==> src/rtl/i2c_mem_target.sv <==
module i2c_mem_target #(
  parameter logic [6:0] DEV_ADDR = 7'h52,
  parameter int DEPTH = 16
) (
  input  logic clk,
  input  logic rst_n,
  input  logic scl_i,
  input  logic sda_i,
  output logic sda_oe
);
  localparam int AW = $clog2(DEPTH);

  typedef enum logic [3:0] {
    S_IDLE, S_CTRL, S_ACKC, S_ADDR, S_ACKA, S_WR, S_ACKW, S_RD, S_MACK
  } st_t;

  st_t st;
  logic scl_q, sda_q;
  logic [3:0] cnt;
  logic [7:0] rsh, tsh;
  logic rw, mack;
  logic [AW-1:0] ptr;
  logic [7:0] mem [DEPTH];

  logic scl_rise, scl_fall, start_c, stop_c, rx, full, rd_done;

  assign scl_rise = scl_i & ~scl_q;
  assign scl_fall = ~scl_i & scl_q;
  assign start_c  = scl_i & scl_q & sda_q & ~sda_i;
  assign stop_c   = scl_i & scl_q & ~sda_q & sda_i;
  assign rx       = (st == S_CTRL) | (st == S_ADDR) | (st == S_WR);
  assign full     = (cnt == 4'd8);
  assign rd_done  = (st == S_RD) & scl_fall & (cnt == 4'd7);
  assign sda_oe   = (st == S_ACKC) | (st == S_ACKA) | (st == S_ACKW) |
                    ((st == S_RD) & ~tsh[7]);

  always_ff @(posedge clk) begin
    if (!rst_n) begin
      st    <= S_IDLE;
      scl_q <= 1'b1;
      sda_q <= 1'b1;
      cnt   <= '0;
      rsh   <= '0;
      tsh   <= '0;
      rw    <= 1'b0;
      mack  <= 1'b0;
      ptr   <= '0;
      for (int i = 0; i < DEPTH; i++) mem[i] <= '0;
    end else begin
      scl_q <= scl_i;
      sda_q <= sda_i;
      if (start_c) begin
        st  <= S_CTRL;
        cnt <= '0;
      end else if (stop_c) begin
        st  <= S_IDLE;
        cnt <= '0;
      end else if (scl_rise) begin
        if (rx && !full) begin
          rsh <= {rsh[6:0], sda_i};
          cnt <= cnt + 4'd1;
        end
        if (st == S_MACK) mack <= ~sda_i;
      end else if (scl_fall) begin
        case (st)
          S_CTRL: if (full) begin
            cnt <= '0;
            if (rsh[7:1] == DEV_ADDR) begin
              rw <= rsh[0];
              st <= S_ACKC;
            end else begin
              st <= S_IDLE;
            end
          end
          S_ACKC: if (rw) begin
            tsh <= mem[ptr];
            st  <= S_RD;
          end else begin
            st  <= S_ADDR;
          end
          S_ADDR: if (full) begin
            cnt <= '0;
            ptr <= rsh[AW-1:0];
            st  <= S_ACKA;
          end
          S_ACKA, S_ACKW: st <= S_WR;
          S_WR: if (full) begin
            cnt      <= '0;
            mem[ptr] <= rsh;
            ptr      <= ptr + AW'(1);
            st       <= S_ACKW;
          end
          S_RD: if (cnt == 4'd7) begin
            cnt <= '0;
            ptr <= ptr + AW'(1);
            st  <= S_MACK;
          end else begin
            cnt <= cnt + 4'd1;
            tsh <= {tsh[6:0], 1'b0};
          end
          S_MACK: if (mack) begin
            tsh <= mem[ptr];
            st  <= S_RD;
          end else begin
            st  <= S_IDLE;
          end
          default: ;
        endcase
      end
    end
  end
endmodule


==> config.mk <==
export PLATFORM = sky130hd
export DESIGN_NAME = i2c_mem_target
export DESIGN_NICKNAME = d
export VERILOG_FILES = /design/src/rtl/i2c_mem_target.sv
export SDC_FILE = /design/constraint.sdc
export NUM_CORES = 1
export LEC_CHECK = 0
export ABC_AREA = 1
export BUFFER_PORTS_ARGS = -buffer_cell sky130_fd_sc_hd__clkbuf_2
export CAP_MARGIN = 20
export CORE_ASPECT_RATIO = 1.2
export CORE_MARGIN = 2
export CORE_UTILIZATION = 32
export DETAILED_ROUTE_END_ITERATION = 16
export PLACE_DENSITY = 0.5
export RECOVER_POWER = 50
export SLEW_MARGIN = 10
export SYNTH_ARGS = -nofsm -noshare
export SYNTH_HDL_FRONTEND = slang
export SYNTH_SLANG_ARGS = --single-unit
==> constraint.sdc <==
create_clock -name clk -period 6.7 [get_ports clk]
set_clock_uncertainty 0.15 [all_clocks]
set_input_delay 0.335 -clock clk [delete_from_list [all_inputs] [get_ports clk]]
set_output_delay 0.335 -clock clk [all_outputs]
set_load 0.005 [all_outputs]
==> run_results.csv, run 1 <==
group,metric,value,unit
run_status,violations,"max-capacitance violations, max-slew violations",
global_route,antenna_found_initial,0,
finish,fin_nets,938,
power_and_ir_drop,internal_power,1.68,mW
floorplan,die-area,26600,µm²
cts,post_cts_resized,0,
finish,design_area,8780,µm²
timing,hold_ws,0.0455,ns
timing,period_minus_slack,4.61,ns
timing,hold_violations,0,
power_and_ir_drop,power.share.switching,24.6,%
synth,synth_area_leader_cell,"edfxtp_1",
synth,synth_top_area_share,47.5,%
routing,wl_per_cell,16.5,µm
setup_path,r2r-start,"st[3]$_SDFFE_PP0P_",
synth,syn_area_per_cell,8.58,µm²
synth,seq_area_frac_synth,56.4,%
cts,cts_buffer_depth,2,
setup_path,crit_type,"in2reg",
global_route,grt_pass1_wl,32.9,mm
setup_path,crit_path_end_kind,"flip-flop",
timing,worst_pin_slew,1.77,ns
setup_path,cp-start-kind,"primary input",
placed_design,post-place-ws,3.30,ns
placed_design,place.gp.congestion,0.826,
routing,finalWirelength,20.9,mm
setup_path,cp.arrival,4.55,ns
global_route,grt_overflow,0,
floorplan,io_pins,5,
min_path,min_from,"scl_i",
timing,setup_tns,0,ns
run_status,status,"finished, violations left",
timing,rsz0062_at_grt,"false",
cts,clk_root_buffer_cell,"clkbuf_16",
floorplan,core-area,24800,µm²
power_and_ir_drop,combPwrFrac,6.6,%
routing,routed_via_density,4.68,
cts,clk_latency,0.44,ns
synth,syn_inst,942,
floorplan,die_x,149,µm
synth,ys_warn_count,0,
synth,synth_nets,952,
setup_path,cp_max_fo,33,
timing,fin_crit_sh,68.8,%
timing,slew_violations,34,
global_route,grt_start_max_net_pins,69,
global_route,track_usage,16.7,%
setup_path,cp-startpoint,"rst_n",
power_and_ir_drop,p_leak,3.45,nW
power_and_ir_drop,vdd_drop_max,170,µV
cts,cts_max_level,4,
timing,slew_headroom,-18.0,%
placed_design,place_area,8370,µm²
finish,n_fill_cell,2666,
floorplan,initial_core_util,32.7,%
global_route,grt_pass1_vias,5937,
finish,diodes,0,
synth,synth_area_leaders,"edfxtp_1, nand2_1, dfxtp_1, nor2_1, nand3_1",
routing,route.detailed.drc,0,
setup_path,r2r_slack,3.30,ns
finish,area_growth,8.56,%
timing,fmax,217,MHz
finish,drive_above_1_share,6.70,%
timing,setup_viol,0,
routing,dr.pass1.iters,5,
flow_run,maxCapViolations,1,
min_path,hp-class,"in2reg",
timing,setup_slack,2.09,ns
setup_path,required,6.64,ns
floorplan,rows,63,
cts,cts_sinks,164,
power_and_ir_drop,clkPwrFrac,41.9,%
power_and_ir_drop,power.share.sequential,51.4,%
floorplan,fp.dieH,178,µm
routing,initialDrtViolationCount,538,
cts,cts_buffers,17,
power_and_ir_drop,power_density,254,nW/µm²
routing,ant_nets,0,
finish,postLayoutCoreUtil,35.5,%
placed_design,portBuffers,4,
cts,cts_tree,"done",
synth,synth_area,8090,µm²
cts,clkTransAtPathRegs,0.06,ns
placed_design,hpwl,13.7,mm
routing,vias,5931,
synth,yosys.cell_types.count,32,
synth,ys_seq_elements,164,
power_and_ir_drop,switching_power,0.548,mW
## repair_timing
item,CTS,global route
endpoints found under the hold margin,2,0
setup buffers,0,0
setup endpoints to repair,0,0
hold buffers,1,0
## cell usage in the layout, fill, tap and decap left out, drive strengths merged
cell type / Yosys / final
nand3b: 1 / 1
o211ai: 3 / 3
or2: 1 / 1
ha: 6 / 6
xnor2: 1 / 1
bufinv: 0 / 1
buf: 10 / 2
nor3: 12 / 12
o21ai: 27 / 27
nand3: 97 / 97
clkinvlp: 0 / 3
dfxtp: 36 / 36
clkinv: 10 / 18
xor2: 1 / 1
nor4: 1 / 1
a21oi: 25 / 25
dlygate4sd3: 0 / 1
nor2: 180 / 180
o2111ai: 1 / 1
edfxtp: 128 / 128
nand2: 272 / 272
nand4: 7 / 7
inv: 93 / 95
clkbuf: 30 / 22
## critical path, cell delays in order
cell	delay, ns
clkbuf_1	1.25
inv_1	0.58
nor2_1	0.52
nand4_1	0.75
nor2_8	0.41
nand2_1	0.32
nand2_1	0.38
## power by group through the flow
| stage | logic, mW | registers, mW | clock network (mW) |
|---|---|---|---|
| 2_1_floorplan | 0.113 | 1.16 | 0 |
| 3_3_place_gp | 0.152 | 1.17 | 0 |
| 3_5_place_dp | 0.151 | 1.17 | 0 |
| 4_1_cts | 0.152 | 1.15 | 0.948 |
| 5_1_grt | 0.168 | 1.15 | 0.981 |
| 6_report | 0.148 | 1.15 | 0.934 |
## logic make-up after synthesis
group / Yosys count / share of synthesized area [%]
buf+inv: 143 / 6.75
xor+xnor: 2 / 0.217
compound gates: 56 / 3.65
simple gates: 571 / 32.0
fa+ha+maj: 6 / 0.928
flops: 164 / 56.4
## flip-flops by register name (all words and copies together), names as in the netlist, named ones only
signal	flops
rsh	8
rw	1
tsh	8
mack	1
ptr	4
sda_q	1
st	4
mem	128
cnt	4
scl_q	1
## synth_stat cells (all sizes together)
library cell / instances
nand2: 272
nand4: 7
ha: 6
nor3: 12
xnor2: 1
o21ai: 27
o211ai: 3
clkinv: 10
nand3b: 1
edfxtp: 128
o2111ai: 1
nand3: 97
or2: 1
dfxtp: 36
xor2: 1
nor4: 1
nor2: 180
inv: 93
buf: 10
a21oi: 25
clkbuf: 30
## worst paths after layout
| path | end | cells after the start |
|---|---|---|
| max | mem[6][0]$_SDFFCE_PN0P_ | 7 |
| min | scl_q$_SDFF_PN1_ | 3 |
| max reg2reg | mem[6][0]$_SDFFCE_PN0P_ | 7 |
| min reg2reg | tsh[0]$_SDFFE_PN0P_ | 2 |
## metal layers
| metal | up-vias | share of wire (%) | global-route usage, % | wire, µm |
|---|---|---|---|---|
| li1 | 3013 | - | - | - |
| met3 | 22 | 3.1 | 3.17 | 641 |
| met4 | 0 | 1.7 | 5.08 | 357 |
| met5 | - | 0 | 0 | 0 |
| met2 | 106 | 51 | 29.5 | 10700 |
| met1 | 2790 | 44 | 20.7 | 9200 |
## stage by stage
step | power, mW | std cells
global route | 2.30 | 1266
finish | 2.23 | 1266
floorplan | 1.27 | 942
CTS | 2.25 | 1266
detailed placement | 1.32 | 1233
global placement | 1.32 | 1233
## final cells by class
cell class	instances	area (µm²)	share of cell area (%)
clock buffers	18	429	4.89
inverters	103	387	4.40
well taps	325	407	4.63
flip-flops and latches	164	4570	52.0
clock inverters	14	130	1.48
repair buffers	7	43.8	0.499
multi-input cells	635	2820	32.1
Power figures use the tool's default switching activity.
==> inputs of run 2 (changes only) <==
--- a/config.mk
+++ b/config.mk
@@ -5,7 +5,7 @@
 export SDC_FILE = /design/constraint.sdc
 export NUM_CORES = 1
 export LEC_CHECK = 0
-export ABC_AREA = 1
+export ABC_AREA = 0
 export BUFFER_PORTS_ARGS = -buffer_cell sky130_fd_sc_hd__clkbuf_2
 export CAP_MARGIN = 20
 export CORE_ASPECT_RATIO = 1.2
==> constraint.sdc (replaced) <==
create_clock -name clk -period 4.45 [get_ports clk]
set_clock_uncertainty 0.15 [all_clocks]
set_input_delay 0.2225 -clock clk [delete_from_list [all_inputs] [get_ports clk]]
set_output_delay 0.2225 -clock clk [all_outputs]
set_load 0.005 [all_outputs]
==> run 2 against run 1 <==
The flow finishes with violations (negative hold slack, max-capacitance violations, max-slew violations). First-iteration DRC count down 41%. Register-to-register slack worse by 2.4 ns. Utilization up 0.76 points. Sequential power up 50%. Synthesized cell count down 36%. Hold slack worse by 0.070 ns. Total power up 54%. Area after synthesis down 1.6%. Non-clock buffer count up 15. Die area down 1.6%. Count of clock-buffer cells in the layout unchanged. Via count down 21%. Largest cell class unchanged.
==> run_results.csv, run 2 <==
group,metric,value,unit
run_status,status,"finished, violations left",
run_status,violations,"negative hold slack, max-capacitance violations, max-slew violations",
synth,synth_area,7950,µm²
routing,wl_per_cell,20.0,µm
placed_design,post-place-ws,1.19,ns
synth,synth_area_leader_cell,"edfxtp_1",
timing,hold_violations,1,
power_and_ir_drop,combPwrFrac,2.8,%
power_and_ir_drop,p_leak,2.87,nW
floorplan,die_x,148,µm
synth,seq_area_frac_synth,57.4,%
timing,setup_viol,0,
global_route,grt_pass1_vias,4994,
placed_design,hpwl,12.6,mm
timing,slew_violations,49,
cts,cts_sinks,164,
global_route,grt_overflow,0,
finish,multi_input_area,3100,µm²
finish,largest_reg_flops,128,
floorplan,initial_core_util,32.3,%
min_path,hp-class,"in2reg",
floorplan,io_pins,5,
floorplan,fp.dieH,177,µm
floorplan,die-area,26100,µm²
finish,reg.largest.list,"mem x128, rsh x8, tsh x8",
synth,synth_common_cells,"edfxtp_1, and2_1, dfxtp_1",
flow_run,maxCapViolations,1,
routing,ant_nets,0,
finish,mostFrequentLayoutCells,"edfxtp_1, and2_0, and2_1",
timing,rsz0062_at_grt,"false",
synth,syn_area_per_cell,13.2,µm²
routing,route.detailed.drc,0,
finish,final_common_cell,"edfxtp_1",
power_and_ir_drop,vdd_drop_max,183,µV
synth,synth_top_area_share,48.3,%
routing,dr.pass1.iters,4,
routing,finalWirelength,18.8,mm
routing,initialDrtViolationCount,317,
global_route,grt_start_max_net_pins,49,
power_and_ir_drop,internal_power,2.74,mW
setup_path,crit_type,"reg2reg",
routing,vias,4708,
routing,routed_via_density,5.00,
power_and_ir_drop,switching_power,0.694,mW
timing,fin_crit_sh,79.3,%
power_and_ir_drop,power.share.switching,20.2,%
finish,area_growth,12.0,%
global_route,grt_pass1_wl,29.5,mm
finish,n_fill_cell,2410,
finish,fin_cells,941,
timing,hold_ws,-0.0248,ns
setup_path,crit_path_end_kind,"flip-flop",
setup_path,cp.arrival,3.46,ns
cts,cts_tree,"done",
synth,synth_area_leaders,"edfxtp_1, dfxtp_1, mux4_2, and2_1, mux2i_1",
setup_path,cp-start-kind,"flip-flop",
synth,ys_seq_elements,164,
timing,worst_pin_slew,2.02,ns
global_route,track_usage,15.3,%
synth,synth_nets,614,
timing,period_minus_slack,3.53,ns
synth,syn_inst,604,
power_and_ir_drop,total_power,3.43,mW
placed_design,place_inst,907,
synth,synth-edff-count,128,
cts,clkTransAtPathRegs,0.07,ns
timing,setup_tns,0,ns
global_route,antenna_found_initial,0,
power_and_ir_drop,clkPwrFrac,46.9,%
cts,clk_latency,0.44,ns
synth,synth_most_common_cell,"edfxtp_1",
cts,clk_root_buffer_cell,"clkbuf_16",
synth,async_flop_share,0,%
synth,yosys.cell_types.count,68,
timing,fmax,283,MHz
finish,fin_nets,613,
setup_path,required,4.38,ns
finish,drive_above_1_share,15.7,%
power_and_ir_drop,power.share.sequential,50.3,%
cts,cts_max_level,4,
timing,setup_slack,0.922,ns
synth,ys_warn_count,0,
finish,regArea,4570,µm²
finish,diodes,0,
floorplan,rows,63,
setup_path,cp_max_fo,17,
cts,post_cts_resized,0,
floorplan,core-area,24600,µm²
power_and_ir_drop,power_density,385,nW/µm²
finish,regMostFlops,"mem",
placed_design,place.gp.congestion,0.799,
timing,slew_headroom,-34.4,%
synth,ys.flop_type,"edfxtp_1",
cts,cts_buffers,17,
placed_design,portBuffers,4,
cts,cts_buffer_depth,2,
## run 2: cells by family (layout without fill, tap and decap cells)
group                      after synthesis  in the layout  share of synthesized area [%]
AOI/OAI and AO/OA                       69             69                           6.48
and+or+nand+nor                        250            250                           19.2
xor gates and xnor gates                 3              3                          0.330
muxes                                   62             62                           12.9
buffers and inverters                   50             62                           2.74
adders and majority gates                6              6                          0.944
DFF                                    164            164                           57.4
## run 2: area by class of cell
type | instances | area share [%]
clock buffer | 18 | 4.82
tap | 325 | 4.56
inverter | 8 | 0.337
sequential | 164 | 51.2
timing repair buffer | 22 | 1.88
multi-input combinational | 390 | 34.8
clock inverter | 14 | 2.35
## run 2: worst paths after layout
path / endpoint / from / cells past startpoint / slack, ns
hold reg to reg: tsh[0]$_SDFFE_PN0P_ / tsh[0]$_SDFFE_PN0P_ / 2 / 0.35
setup / recovery: mem[0][6]$_SDFFCE_PN0P_ / st[0]$_SDFFE_PN0P_ / 5 / 0.92
setup reg to reg: mem[0][6]$_SDFFCE_PN0P_ / st[0]$_SDFFE_PN0P_ / 5 / 0.92
hold / removal: scl_q$_SDFF_PN1_ / scl_i / 2 / -0.02
## run 2: critical path, stage by stage (launching register included)
cell      delay [ns]
dfxtp_1         0.73
nand3b_4        0.23
nor4_1          0.61
nand2_1         0.43
nor3_1          0.59
nand2b_1        0.42
## run 2: power groups by stage
stage               clock network (mW)  registers, mW  logic, mW
finish                            1.61           1.73     0.0947
global route                      1.70           1.73      0.103
CTS                               1.64           1.73     0.0975
detailed placement                   0           1.76     0.0960
global placement                     0           1.76     0.0947
floorplan                            0           1.75     0.0609
## run 2: stage by stage
stage	util, %	cell area [µm²]
2_1_floorplan	-	7950
3_3_place_gp	33.8	8310
3_5_place_dp	33.9	8330
4_1_cts	36.5	8980
5_1_grt	36.2	8910
6_report	36.2	8910
## run 2: what timing repair did
action                    in CTS  in global routing
setup buffers                  0                  0
hold endpoints to repair       3                  0
hold buffers                   2                  0
## run 2: routing by layer
metal / GRT usage [%] / share of wire [%] / up-vias
met3: 2.65 / 2.9 / 32
li1: - / - / 2226
met2: 27.3 / 53 / 83
met5: 0 / 0 / -
met4: 6.59 / 2.7 / 0
met1: 18.1 / 42 / 2367
